<file path="src/rtl/crc_eng_pkg.sv">
package crc_eng_pkg;

   // word addresses of the register port
   localparam int A_CTRL    = 0;
   localparam int A_COUNT   = 1;
   localparam int A_RELOAD  = 2;
   localparam int A_CMP     = 3;
   localparam int A_DATA    = 4;
   localparam int A_IEN     = 5;
   localparam int A_IEN_SET = 6;
   localparam int A_IEN_CLR = 7;
   localparam int A_POLY    = 8;
   localparam int A_STAT    = 9;
   localparam int A_RESULT  = 10;
   localparam int A_SEED    = 11;

   localparam logic [3:0] MODE_CRC = 4'd3;

   function automatic logic [31:0] rev32(input logic [31:0] v);
      logic [31:0] r;
      for (int i = 0; i < 32; i++) r[i] = v[31-i];
      return r;
   endfunction

   // bit-in-byte reverse, then byte reverse, then half swap
   function automatic logic [31:0] shape_word(input logic [31:0] v,
                                              input logic bit_rev,
                                              input logic byte_rev,
                                              input logic half_swap);
      logic [31:0] a;
      logic [31:0] b;
      for (int k = 0; k < 4; k++)
         for (int i = 0; i < 8; i++)
            a[8*k+i] = bit_rev ? v[8*k+7-i] : v[8*k+i];
      b = byte_rev ? {a[7:0], a[15:8], a[23:16], a[31:24]} : a;
      return half_swap ? {b[15:0], b[31:16]} : b;
   endfunction

   // one 32-bit word folded in MSB first
   function automatic logic [31:0] fold_word(input logic [31:0] c_in,
                                             input logic [31:0] d,
                                             input logic [31:0] p);
      logic [31:0] c;
      logic fb;
      c = c_in;
      for (int i = 31; i >= 0; i--) begin
         fb = c[31] ^ d[i];
         c  = {c[30:0], 1'b0} ^ (fb ? p : 32'h0);
      end
      return c;
   endfunction

endpackage

</file>
<file path="src/rtl/crc_word_fifo.sv">
module crc_word_fifo #(
   parameter int DEPTH = 4,
   parameter int W     = 32
) (
   input  logic                           clk,
   input  logic                           rst_n,
   input  logic                           push,
   input  logic [W-1:0]                   din,
   input  logic                           pop,
   output logic [W-1:0]                   dout,
   output logic [$clog2(DEPTH+1)-1:0]     level,
   output logic                           full,
   output logic                           empty
);
   localparam int PTR_W = $clog2(DEPTH);
   localparam int LVL_W = $clog2(DEPTH+1);

   initial begin
      assert (DEPTH >= 2 && (DEPTH & (DEPTH - 1)) == 0)
         else $error("crc_word_fifo: DEPTH must be a power of two >= 2");
   end

   logic [W-1:0]     mem_q [DEPTH];
   logic [PTR_W-1:0] wp_q, rp_q;
   logic [LVL_W-1:0] lvl_q;
   logic             do_push, do_pop;

   assign full    = (lvl_q == LVL_W'(DEPTH));
   assign empty   = (lvl_q == '0);
   assign do_push = push && !full;
   assign do_pop  = pop && !empty;
   assign dout    = mem_q[rp_q];
   assign level   = lvl_q;

   always_ff @(posedge clk) begin
      if (do_push) mem_q[wp_q] <= din;
   end

   always_ff @(posedge clk) begin
      if (!rst_n) begin
         wp_q  <= '0;
         rp_q  <= '0;
         lvl_q <= '0;
      end else begin
         if (do_push) wp_q <= wp_q + 1'b1;
         if (do_pop)  rp_q <= rp_q + 1'b1;
         case ({do_push, do_pop})
            2'b10:   lvl_q <= lvl_q + 1'b1;
            2'b01:   lvl_q <= lvl_q - 1'b1;
            default: lvl_q <= lvl_q;
         endcase
      end
   end


   level_max_chk: assert property (@(posedge clk) disable iff (!rst_n)
      lvl_q <= LVL_W'(DEPTH));

endmodule

</file>
<file path="src/rtl/crc_prep_timer.sv">
module crc_prep_timer #(
   parameter int CYCLES = 8
) (
   input  logic clk,
   input  logic rst_n,
   input  logic start,
   output logic done
);
   initial begin
      assert (CYCLES >= 0) else $error("crc_prep_timer: CYCLES must be >= 0");
   end

   generate
      if (CYCLES == 0) begin : g_instant
         assign done = 1'b1;
      end else begin : g_count
         localparam int TW = $clog2(CYCLES + 1);
         logic [TW-1:0] t_q;
         always_ff @(posedge clk) begin
            if (!rst_n)          t_q <= '0;
            else if (start)      t_q <= TW'(CYCLES);
            else if (t_q != '0)  t_q <= t_q - 1'b1;
         end
         assign done = (t_q == '0);


         prep_clear_chk: assert property (@(posedge clk) disable iff (!rst_n)
            start |=> !done);
      end
   endgenerate

endmodule

</file>
<file path="src/rtl/crc_accum.sv">
module crc_accum
   import crc_eng_pkg::*;
(
   input  logic        clk,
   input  logic        rst_n,
   input  logic        load,
   input  logic [31:0] load_val,
   input  logic        step,
   input  logic [31:0] word,
   input  logic [31:0] poly,
   output logic [31:0] crc_q,
   output logic [31:0] crc_next
);
   assign crc_next = fold_word(crc_q, word, poly);

   always_ff @(posedge clk) begin
      if (!rst_n)     crc_q <= '0;
      else if (load)  crc_q <= load_val;
      else if (step)  crc_q <= crc_next;
   end


   seed_load_chk: assert property (@(posedge clk) disable iff (!rst_n)
      load |=> (crc_q == $past(load_val)));

endmodule

</file>
<file path="src/rtl/crc_engine.sv">
module crc_engine
   import crc_eng_pkg::*;
#(
   parameter int ADDR_W      = 4,
   parameter int FIFO_DEPTH  = 4,
   parameter int PREP_CYCLES = 8,
   parameter int CNT_W       = 16
) (
   input  logic              clk,
   input  logic              rst_n,
   input  logic              wr_en,
   input  logic [ADDR_W-1:0] wr_addr,
   input  logic [31:0]       wr_data,
   input  logic [ADDR_W-1:0] rd_addr,
   output logic [31:0]       rd_data,
   output logic              irq
);
   localparam int LVL_W = $clog2(FIFO_DEPTH + 1);

   initial begin
      assert (ADDR_W >= 4) else $error("crc_engine: ADDR_W too small");
      assert (CNT_W >= 1 && CNT_W <= 32) else $error("crc_engine: CNT_W out of range");
      assert (LVL_W <= 3) else $error("crc_engine: level does not fit status field");
   end

   // programmed state
   logic             en_q;
   logic [3:0]       mode_q;
   logic [6:0]       mir_q;   // [0]bit [1]byte [2]half [3]store [4]res [5]poly [6]cmp
   logic [CNT_W-1:0] cnt_q, rld_q;
   logic [31:0]      cmp_q, poly_q;
   logic             ien_err_q, ien_exp_q, st_err_q, st_exp_q;

   // write decode
   logic ctl_we, cnt_we, rld_we, cmp_we, dat_we, set_we, clr_we, poly_we, st_we, seed_we;
   assign ctl_we  = wr_en && (wr_addr == ADDR_W'(A_CTRL));
   assign cnt_we  = wr_en && (wr_addr == ADDR_W'(A_COUNT));
   assign rld_we  = wr_en && (wr_addr == ADDR_W'(A_RELOAD));
   assign cmp_we  = wr_en && (wr_addr == ADDR_W'(A_CMP));
   assign dat_we  = wr_en && (wr_addr == ADDR_W'(A_DATA));
   assign set_we  = wr_en && (wr_addr == ADDR_W'(A_IEN_SET));
   assign clr_we  = wr_en && (wr_addr == ADDR_W'(A_IEN_CLR));
   assign poly_we = wr_en && (wr_addr == ADDR_W'(A_POLY));
   assign st_we   = wr_en && (wr_addr == ADDR_W'(A_STAT));
   assign seed_we = wr_en && (wr_addr == ADDR_W'(A_SEED));

   // input queue with reshaping on either side
   logic [31:0]      q_din, q_dout, word;
   logic [LVL_W-1:0] q_level;
   logic             q_full, q_empty, consume, tbl_done;

   assign q_din = mir_q[3] ? shape_word(wr_data, mir_q[0], mir_q[1], mir_q[2]) : wr_data;
   assign word  = mir_q[3] ? q_dout : shape_word(q_dout, mir_q[0], mir_q[1], mir_q[2]);

   crc_word_fifo #(.DEPTH(FIFO_DEPTH), .W(32)) u_fifo (
      .clk(clk), .rst_n(rst_n),
      .push(dat_we && en_q), .din(q_din),
      .pop(consume), .dout(q_dout),
      .level(q_level), .full(q_full), .empty(q_empty)
   );

   crc_prep_timer #(.CYCLES(PREP_CYCLES)) u_prep (
      .clk(clk), .rst_n(rst_n), .start(poly_we), .done(tbl_done)
   );

   logic [31:0] poly_eff, cmp_eff, crc_q, crc_next;
   logic        last;
   assign poly_eff = mir_q[5] ? rev32(poly_q) : poly_q;
   assign cmp_eff  = mir_q[6] ? rev32(cmp_q)  : cmp_q;
   assign consume  = !q_empty && en_q && (mode_q == MODE_CRC) && tbl_done && (cnt_q != '0);
   assign last     = consume && (cnt_q == CNT_W'(1));

   crc_accum u_acc (
      .clk(clk), .rst_n(rst_n),
      .load(seed_we), .load_val(wr_data),
      .step(consume), .word(word), .poly(poly_eff),
      .crc_q(crc_q), .crc_next(crc_next)
   );

   always_ff @(posedge clk) begin
      if (!rst_n) begin
         en_q      <= 1'b0;
         mode_q    <= '0;
         mir_q     <= '0;
         cnt_q     <= '0;
         rld_q     <= '0;
         cmp_q     <= '0;
         poly_q    <= '0;
         ien_err_q <= 1'b0;
         ien_exp_q <= 1'b0;
         st_err_q  <= 1'b0;
         st_exp_q  <= 1'b0;
      end else begin
         if (ctl_we) begin
            en_q   <= wr_data[0];
            mode_q <= wr_data[7:4];
            mir_q  <= wr_data[22:16];
         end
         if (cnt_we)       cnt_q <= wr_data[CNT_W-1:0];
         else if (consume) cnt_q <= last ? rld_q : cnt_q - 1'b1;
         if (rld_we)  rld_q  <= wr_data[CNT_W-1:0];
         if (cmp_we)  cmp_q  <= wr_data;
         if (poly_we) poly_q <= wr_data;
         if (set_we) begin
            ien_err_q <= ien_err_q | wr_data[1];
            ien_exp_q <= ien_exp_q | wr_data[4];
         end
         if (clr_we) begin
            ien_err_q <= ien_err_q & ~wr_data[1];
            ien_exp_q <= ien_exp_q & ~wr_data[4];
         end
         st_exp_q <= (st_exp_q && !(st_we && wr_data[4])) || last;
         st_err_q <= (st_err_q && !(st_we && wr_data[1])) || (last && (crc_next != cmp_eff));
      end
   end

   assign irq = (st_exp_q && ien_exp_q) || (st_err_q && ien_err_q);

   always_comb begin
      rd_data = '0;
      case (rd_addr)
         ADDR_W'(A_CTRL):   rd_data = {9'b0, mir_q, 8'b0, mode_q, 3'b0, en_q};
         ADDR_W'(A_COUNT):  rd_data = 32'(cnt_q);
         ADDR_W'(A_RELOAD): rd_data = 32'(rld_q);
         ADDR_W'(A_CMP):    rd_data = cmp_q;
         ADDR_W'(A_IEN):    rd_data = {27'b0, ien_exp_q, 2'b0, ien_err_q, 1'b0};
         ADDR_W'(A_POLY):   rd_data = poly_q;
         ADDR_W'(A_STAT):   rd_data = {9'b0, 3'(q_level), tbl_done, 2'b0, !q_full,
                                       11'b0, st_exp_q, 2'b0, st_err_q, 1'b0};
         ADDR_W'(A_RESULT): rd_data = mir_q[4] ? rev32(crc_q) : crc_q;
         ADDR_W'(A_SEED):   rd_data = crc_q;
         default:           rd_data = '0;
      endcase
   end


   cnt_hold_chk: assert property (@(posedge clk) disable iff (!rst_n)
      (!consume && !cnt_we) |=> $stable(cnt_q));


   cnt_expire_chk: assert property (@(posedge clk) disable iff (!rst_n)
      (consume && cnt_q == CNT_W'(1)) |=> st_exp_q);


   irq_mask_chk: assert property (@(posedge clk) disable iff (!rst_n)
      (st_exp_q && ien_exp_q) |-> irq);


   write_ignore_chk: assert property (@(posedge clk) disable iff (!rst_n)
      (dat_we && !en_q) |=> $stable(q_level));

endmodule

</file>
<file path="config.mk">
export PLATFORM = sky130hd
export DESIGN_NAME = crc_engine
export DESIGN_NICKNAME = d
export VERILOG_FILES = /design/src/rtl/crc_eng_pkg.sv /design/src/rtl/crc_word_fifo.sv /design/src/rtl/crc_prep_timer.sv /design/src/rtl/crc_accum.sv /design/src/rtl/crc_engine.sv
export SDC_FILE = /design/constraint.sdc
export NUM_CORES = 2
export LEC_CHECK = 0
export BUFFER_PORTS_ARGS = -buffer_cell sky130_fd_sc_hd__buf_2
export CORE_MARGIN = 2
export CORE_UTILIZATION = 35
export DETAILED_ROUTE_END_ITERATION = 10
export MAX_ROUTING_LAYER = met4
export PLACE_DENSITY_LB_ADDON = 0.08
export REMOVE_ABC_BUFFERS = 1
export SLEW_MARGIN = 20
export SYNTH_ARGS = -nofsm -noshare
export SYNTH_HDL_FRONTEND = slang
export SYNTH_HIERARCHICAL = 1
export SYNTH_SLANG_ARGS = --single-unit
</file>
<file path="constraint.sdc">
create_clock -name clk -period 31 [get_ports clk]
set_input_delay 6.2 -clock clk [delete_from_list [all_inputs] [get_ports clk]]
set_output_delay 6.2 -clock clk [all_outputs]
set_load 0.05 [all_outputs]
</file>
# == Word level (Yosys, flattened, before mapping) ==
# Memories as Yosys holds them, arrays and structs flattened. A register that Yosys moved wholly into a read port is not among the register bits.
# Index checks and enable logic that the tools add are counted.
# word_totals
reg_bits,155
word_cells,284
n_memories,1
mem_bits_rw,128
# classes
add_sub_neg,6
muxes,122
n_eq_ne,23
n_reduce_logical,44
bitwise,71
# mem_list
name,depth,width,read_ports,rd_clocked_by_memory_dff,wr,line_no,text
u_fifo.mem_q,4,32,1,1,1,crc_word_fifo.sv:23,logic [W-1:0] mem_q [DEPTH];
# ops
cell,n
$mux 32,43
$xor 32x32->32,32
$pmux 32 s9,1
$mux 1,70
$mux 16,3
$ne 32x32->1,1
$xor 1x1->1,32
$eq 4x4->1 const B,7
$logic_and 1x1->1,25
$eq 4x2->1 const B,5
$eq 16x1->1 const B,1
$eq 4x3->1 const B,4
$reduce_bool 16->1,1
$sub 16x1->16 const B,1
$logic_not 4->1,3
$reduce_bool 2->1,5
$eq 4x1->1 const B,2
$mux 4,2
$pmux 3 s2,1
$add 2x1->2 const B,2
$logic_not 1->1,4
$mux 2,2
$reduce_bool 4->1,1
$sub 4x1->4 const B,1
other kinds (11),17

# == Longest topological paths before layout ==
# depth
depth_word,103
depth_mapped,65
depth_no_buf,53

# == By module ==
# Netlist, hierarchy kept.
# by_module_without_submodules
mod,instances,area_each_um2,cells_per_inst
crc_accum,1,21762.1,3479
crc_engine,1,9805.7,1227
crc_word_fifo,1,5144.9,221
crc_prep_timer,1,198.9,20

# == Worst setup path after synthesis ==
# Ideal clock, no wire load.
# synth_path
path_type,register to register
start,register with a tool-made name
end,register st_err_q
synth_period_minus_slack_ps,15012
t_required_ps,30873
t_arrival_ps,14886
setup_time_ps,127
slack_ps,15988
path_stages_with_launch,61
path_cell_list,dfxtp_1 -> buf_6 -> buf_12 -> mux4_2 -> mux4_2 -> mux2i_1 -> o21ai_0 -> xnor2_1 -> nor3_1 -> a311o_1 -> a311o_1 -> nor2_2 -> xnor3_1 -> buf_4 -> xnor2_2 -> a21oi_1 -> mux2i_4 -> or3_1 -> [25 not listed] -> or4b_1 -> o211ai_2 -> xnor2_2 -> mux2_1 -> xnor3_2 -> xor2_1 -> mux2i_1 -> xor3_1 -> buf_2 -> o21a_1 -> a221o_1 -> xnor2_1 -> nand2_1 -> nor2_1 -> nor2_1 -> o311a_1 -> nor4_1 -> a31oi_1
# synth_rtl
item,line_no,text
"end signal, assigned",crc_engine.sv:113,st_err_q <= (st_err_q && !(st_we && wr_data[1])) || (last && (crc_next != cmp_eff));
"end, declared",crc_engine.sv:32,"logic ien_err_q, ien_exp_q, st_err_q, st_exp_q;"

==> run summary <==
The run finished with clean final reports. For this run, the top clock speed supported by timing is 49.4 MHz. STA classifies the critical path startpoint as a register. Class of the worst hold path: reg -> reg.

Entering global routing, the biggest net connects 91 pins. The clock tree buffer depth came out at 3. The die covers 0.108 sq mm. The logs give 3 for the initial antenna violation count and 0.0430 mV for the maximum vdd drop. The reported max-cap violation count was 0; the net count reported at finish was 4,779. The per-cell via count in the routed design is 5.84. For this design the ratio of total power to cell area is 32.3 mW/mm^2. For the clock latency at the later pin of the worst-skew pair, the log shows 0.59 ns. Kind of end point of the critical path: a register.

In this run the horizontal extent of the chip is 329 um. The run gives 0.352 as the starting density of the core. The clock arrives with 0.0392 ns of skew. The library cells used most frequently in the layout, excluding fill and tap cells, are sky130_fd_sc_hd__nand2_1, sky130_fd_sc_hd__xnor2_1, sky130_fd_sc_hd__a21oi_1. The share of total power in sequential cells is 0.317, and the number of max-slew violations in the final report is 0. The portion of the post-synthesis area used by sequential elements is 0.189, and the overall overflow remaining after global route is 0. Required time of the critical path: 31.45 ns.

After routing the design area is 0.0394 sq mm. The via count of the first global-routing pass is 32,724, and the count of flip-flops with a built-in enable after synthesis is 128. The cell area that synthesis handed to floorplanning was 0.0369 sq mm.

Hold repair after CTS inserted 0 buffers. The highest net fanout along the worst path came out at 67. The area added between synthesis and finish came out at 6.67%.

For this design, the sink count on the clock tree is 285. The synthesized area per cell was 7.46 sq um; the I/O pin total was 76. For the count of cell types in the netlist, the log shows 115. By area the synthesized netlist is led by sky130_fd_sc_hd__xnor2_1, sky130_fd_sc_hd__nand2_1, sky130_fd_sc_hd__edfxtp_1.

By instance count, the cell type seen most on the critical path is sky130_fd_sc_hd__xnor2_1. The ratio of cells with drive above 1 in the final layout works out to 0.112. The total routing resource utilization after global routing came out at 0.304.

The combinational fraction of design power came out at 0.396. For this design, the slowest cell found on the critical path is sky130_fd_sc_hd__xor2_1. The biggest area contributor in the post-synthesis netlist is sky130_fd_sc_hd__xnor2_1. Detailed placement finished with a half-perimeter wire length of 116 mm. The highest cell delay on the worst timing path is 0.79 ns. Root buffer cell: sky130_fd_sc_hd__clkbuf_16. Leaving out filler cells and counting taps, the final layout contains 6,139. The worst slew margin relative to its limit was 0.249.

The tools report the portion of total power attributed to the clock network as 0.287. Data arrives at the worst endpoint at 20.68 ns. The run gives 28 as the number of buffers added by the clock tree synthesis step. The placed cell count is 6,086, and the total of flip-flops plus latches after synthesis is 285. In this run the power spent charging and discharging nets is 0.490 mW.

The number of standard-cell rows in the floorplan is 119, and the share of async-settable or async-resettable flops after synthesis is 0. The count of nets left with antenna violations once routing finished came out at 0. The total setup violations reported at the end of the flow was 0. The routed design has 165 mm of wire. The cell count after synthesis is 4,947, and the slew at the pin with the worst max-slew slack is 1.12 ns.

The Yosys step of the flow raised 6 warnings. The first global-routing pass estimated 239 mm of wire. In this run the cell area measured after placement is 0.0384 sq mm. The setup TNS is 0 ns, and the clock edge transition at the registers on the reported setup and hold paths is 0.07 ns. Count of final hold-check violations: 0. After clock tree synthesis, the setup repair step added 0 buffers. In this run, post-CTS repair resized a total of 0 instances.

Portion of the clock cycle consumed by the worst path in the final layout: 0.653. The final critical path time including I/O delays and setup was 20.24 ns. Die height: 329 um. The first detailed-routing pass ran for 9 iterations. Most common cell after layout, fill and taps aside: sky130_fd_sc_hd__nand2_1. Count of unresolved DRC violations after routing: 0. The switching part of the total was 0.385; the top cell type's share of synthesized area was 0.189. The tools report the overall via count from detail_route as 35,873. The critical path class is reg -> reg. The average detailed-routed wire length per instance was 26.8 um. The predominant post-synthesis flop cell is sky130_fd_sc_hd__dfxtp_1. The analysis attributes to cell leakage a power of 11.8 nW.

In this run the tool buffered the top-level ports with 75 buffer cells. After the first detailed-routing iteration, the DRC count stood at 3,793. The floorplan core area was 0.105 sq mm; the cell-internal power was 0.783 mW. The H-tree depth reported by CTS was 1; the final weighted congestion of routability-driven global placement was 0.923. Setup repair after global routing left no endpoint under its margin. TritonCTS built the clock tree.

The number of inserted filler cells in the final layout came out at 11,120.
==> kinds of logic after synthesis <==
| kind of cell | Yosys count | share of synthesized area |
|---|---|---|
| muxes | 265 | 0.106 |
| buffers and inverters | 515 | 0.0575 |
| xor gates and xnor gates | 912 | 0.227 |
| DFF | 285 | 0.189 |
| and+or+nand+nor | 1896 | 0.224 |
| adders and majority gates | 10 | 0.00359 |
| AOI/OAI and AO/OA | 1064 | 0.192 |
==> worst paths after layout <==
check | from | endpoint | slack, ns | depth (start not counted)
worst max-delay path | register | st_err_q | 10.76 | 55
worst min-delay path | mode_q[3] | mode_q[3] | 0.48 | 2
worst max register to register | register | st_err_q | 10.76 | 55
worst min register to register | mode_q[3] | mode_q[3] | 0.48 | 2
==> synth_stat cells (33+ instances only) <==
cell type	instances
sky130_fd_sc_hd__nand2_1	1176
sky130_fd_sc_hd__xnor2_1	798
sky130_fd_sc_hd__clkbuf_1	336
sky130_fd_sc_hd__nor2_1	270
sky130_fd_sc_hd__a21oi_1	266
sky130_fd_sc_hd__o21ai_0	253
sky130_fd_sc_hd__dfxtp_1	157
sky130_fd_sc_hd__edfxtp_1	128
sky130_fd_sc_hd__mux2i_1	126
sky130_fd_sc_hd__nand3_1	100
sky130_fd_sc_hd__mux4_2	96
sky130_fd_sc_hd__nor3_1	81
sky130_fd_sc_hd__xor2_1	81
sky130_fd_sc_hd__buf_1	69
sky130_fd_sc_hd__a32oi_1	67
sky130_fd_sc_hd__a22oi_1	56
sky130_fd_sc_hd__buf_2	51
sky130_fd_sc_hd__o21ai_1	40
sky130_fd_sc_hd__mux2_2	38
sky130_fd_sc_hd__o211ai_1	38
sky130_fd_sc_hd__and3_1	35
sky130_fd_sc_hd__a211oi_1	34
sky130_fd_sc_hd__inv_1	33
==> layer usage <==
layer	part of all wire	track usage	vias to the layer above
li1	-	-	16799
met1	0.44	0.411	17372
met4	0.044	0.115	0
met3	0.061	0.0228	253
met2	0.45	0.472	1449
met5	0	-	-
==> through the flow <==
stage	util	total power, mW	hold slack [ns]	setup WS, ns
after floorplan	-	0.748	0.443	4.93
after global placement	0.366	0.909	0.464	11.10
after detailed placement	0.366	0.909	0.473	10.89
after CTS	0.375	1.28	0.479	10.85
after global routing	0.375	1.33	0.502	9.30
final	0.375	1.27	0.477	10.76
==> state kept, by name, indices dropped and copies added (netlist names), named ones only <==
| signal | count |
|---|---|
| u_fifo/rp_q | 2 |
| st_exp_q | 1 |
| u_fifo/mem_q | 128 |
| u_fifo/wp_q | 2 |
| u_prep/g_count.t_q | 4 |
| en_q | 1 |
| u_acc/crc_q | 32 |
| poly_q | 32 |
| mir_q | 7 |
| st_err_q | 1 |
| cnt_q | 16 |
| u_fifo/level | 3 |
| rld_q | 16 |
| cmp_q | 32 |
| mode_q | 4 |
==> power by group through the flow <==
stage,logic (mW),clock network (mW),registers [mW]
6_report,0.504,0.365,0.404
3_5_place_dp,0.496,0,0.412
3_3_place_gp,0.497,0,0.412
2_1_floorplan,0.337,0,0.411
4_1_cts,0.499,0.372,0.404
5_1_grt,0.540,0.383,0.404
==> critical path, delay by kind of cell, from the launching register on <==
kind                      cells  cell delay (ns)
xor gates and xnor gates     14             5.95
AOI/OAI and AO/OA            18             5.46
and+or+nand+nor              13             4.42
muxes                         6             2.39
buffers and inverters         4             1.51
DFF                           1             0.32
==> cell type report <==
cell class              count  area [sq um]  share of cell area
multi-input cells        4147         28000               0.712
clock buffers              37           786              0.0200
clock inverters            13           163             0.00413
inverters                  40           151             0.00384
well taps                1391          1740              0.0442
repair buffers            224          1490              0.0379
flip-flops and latches    285          7000               0.178
diodes                      2          5.00            0.000127
Note: power is estimated with default switching activity, not from simulation.
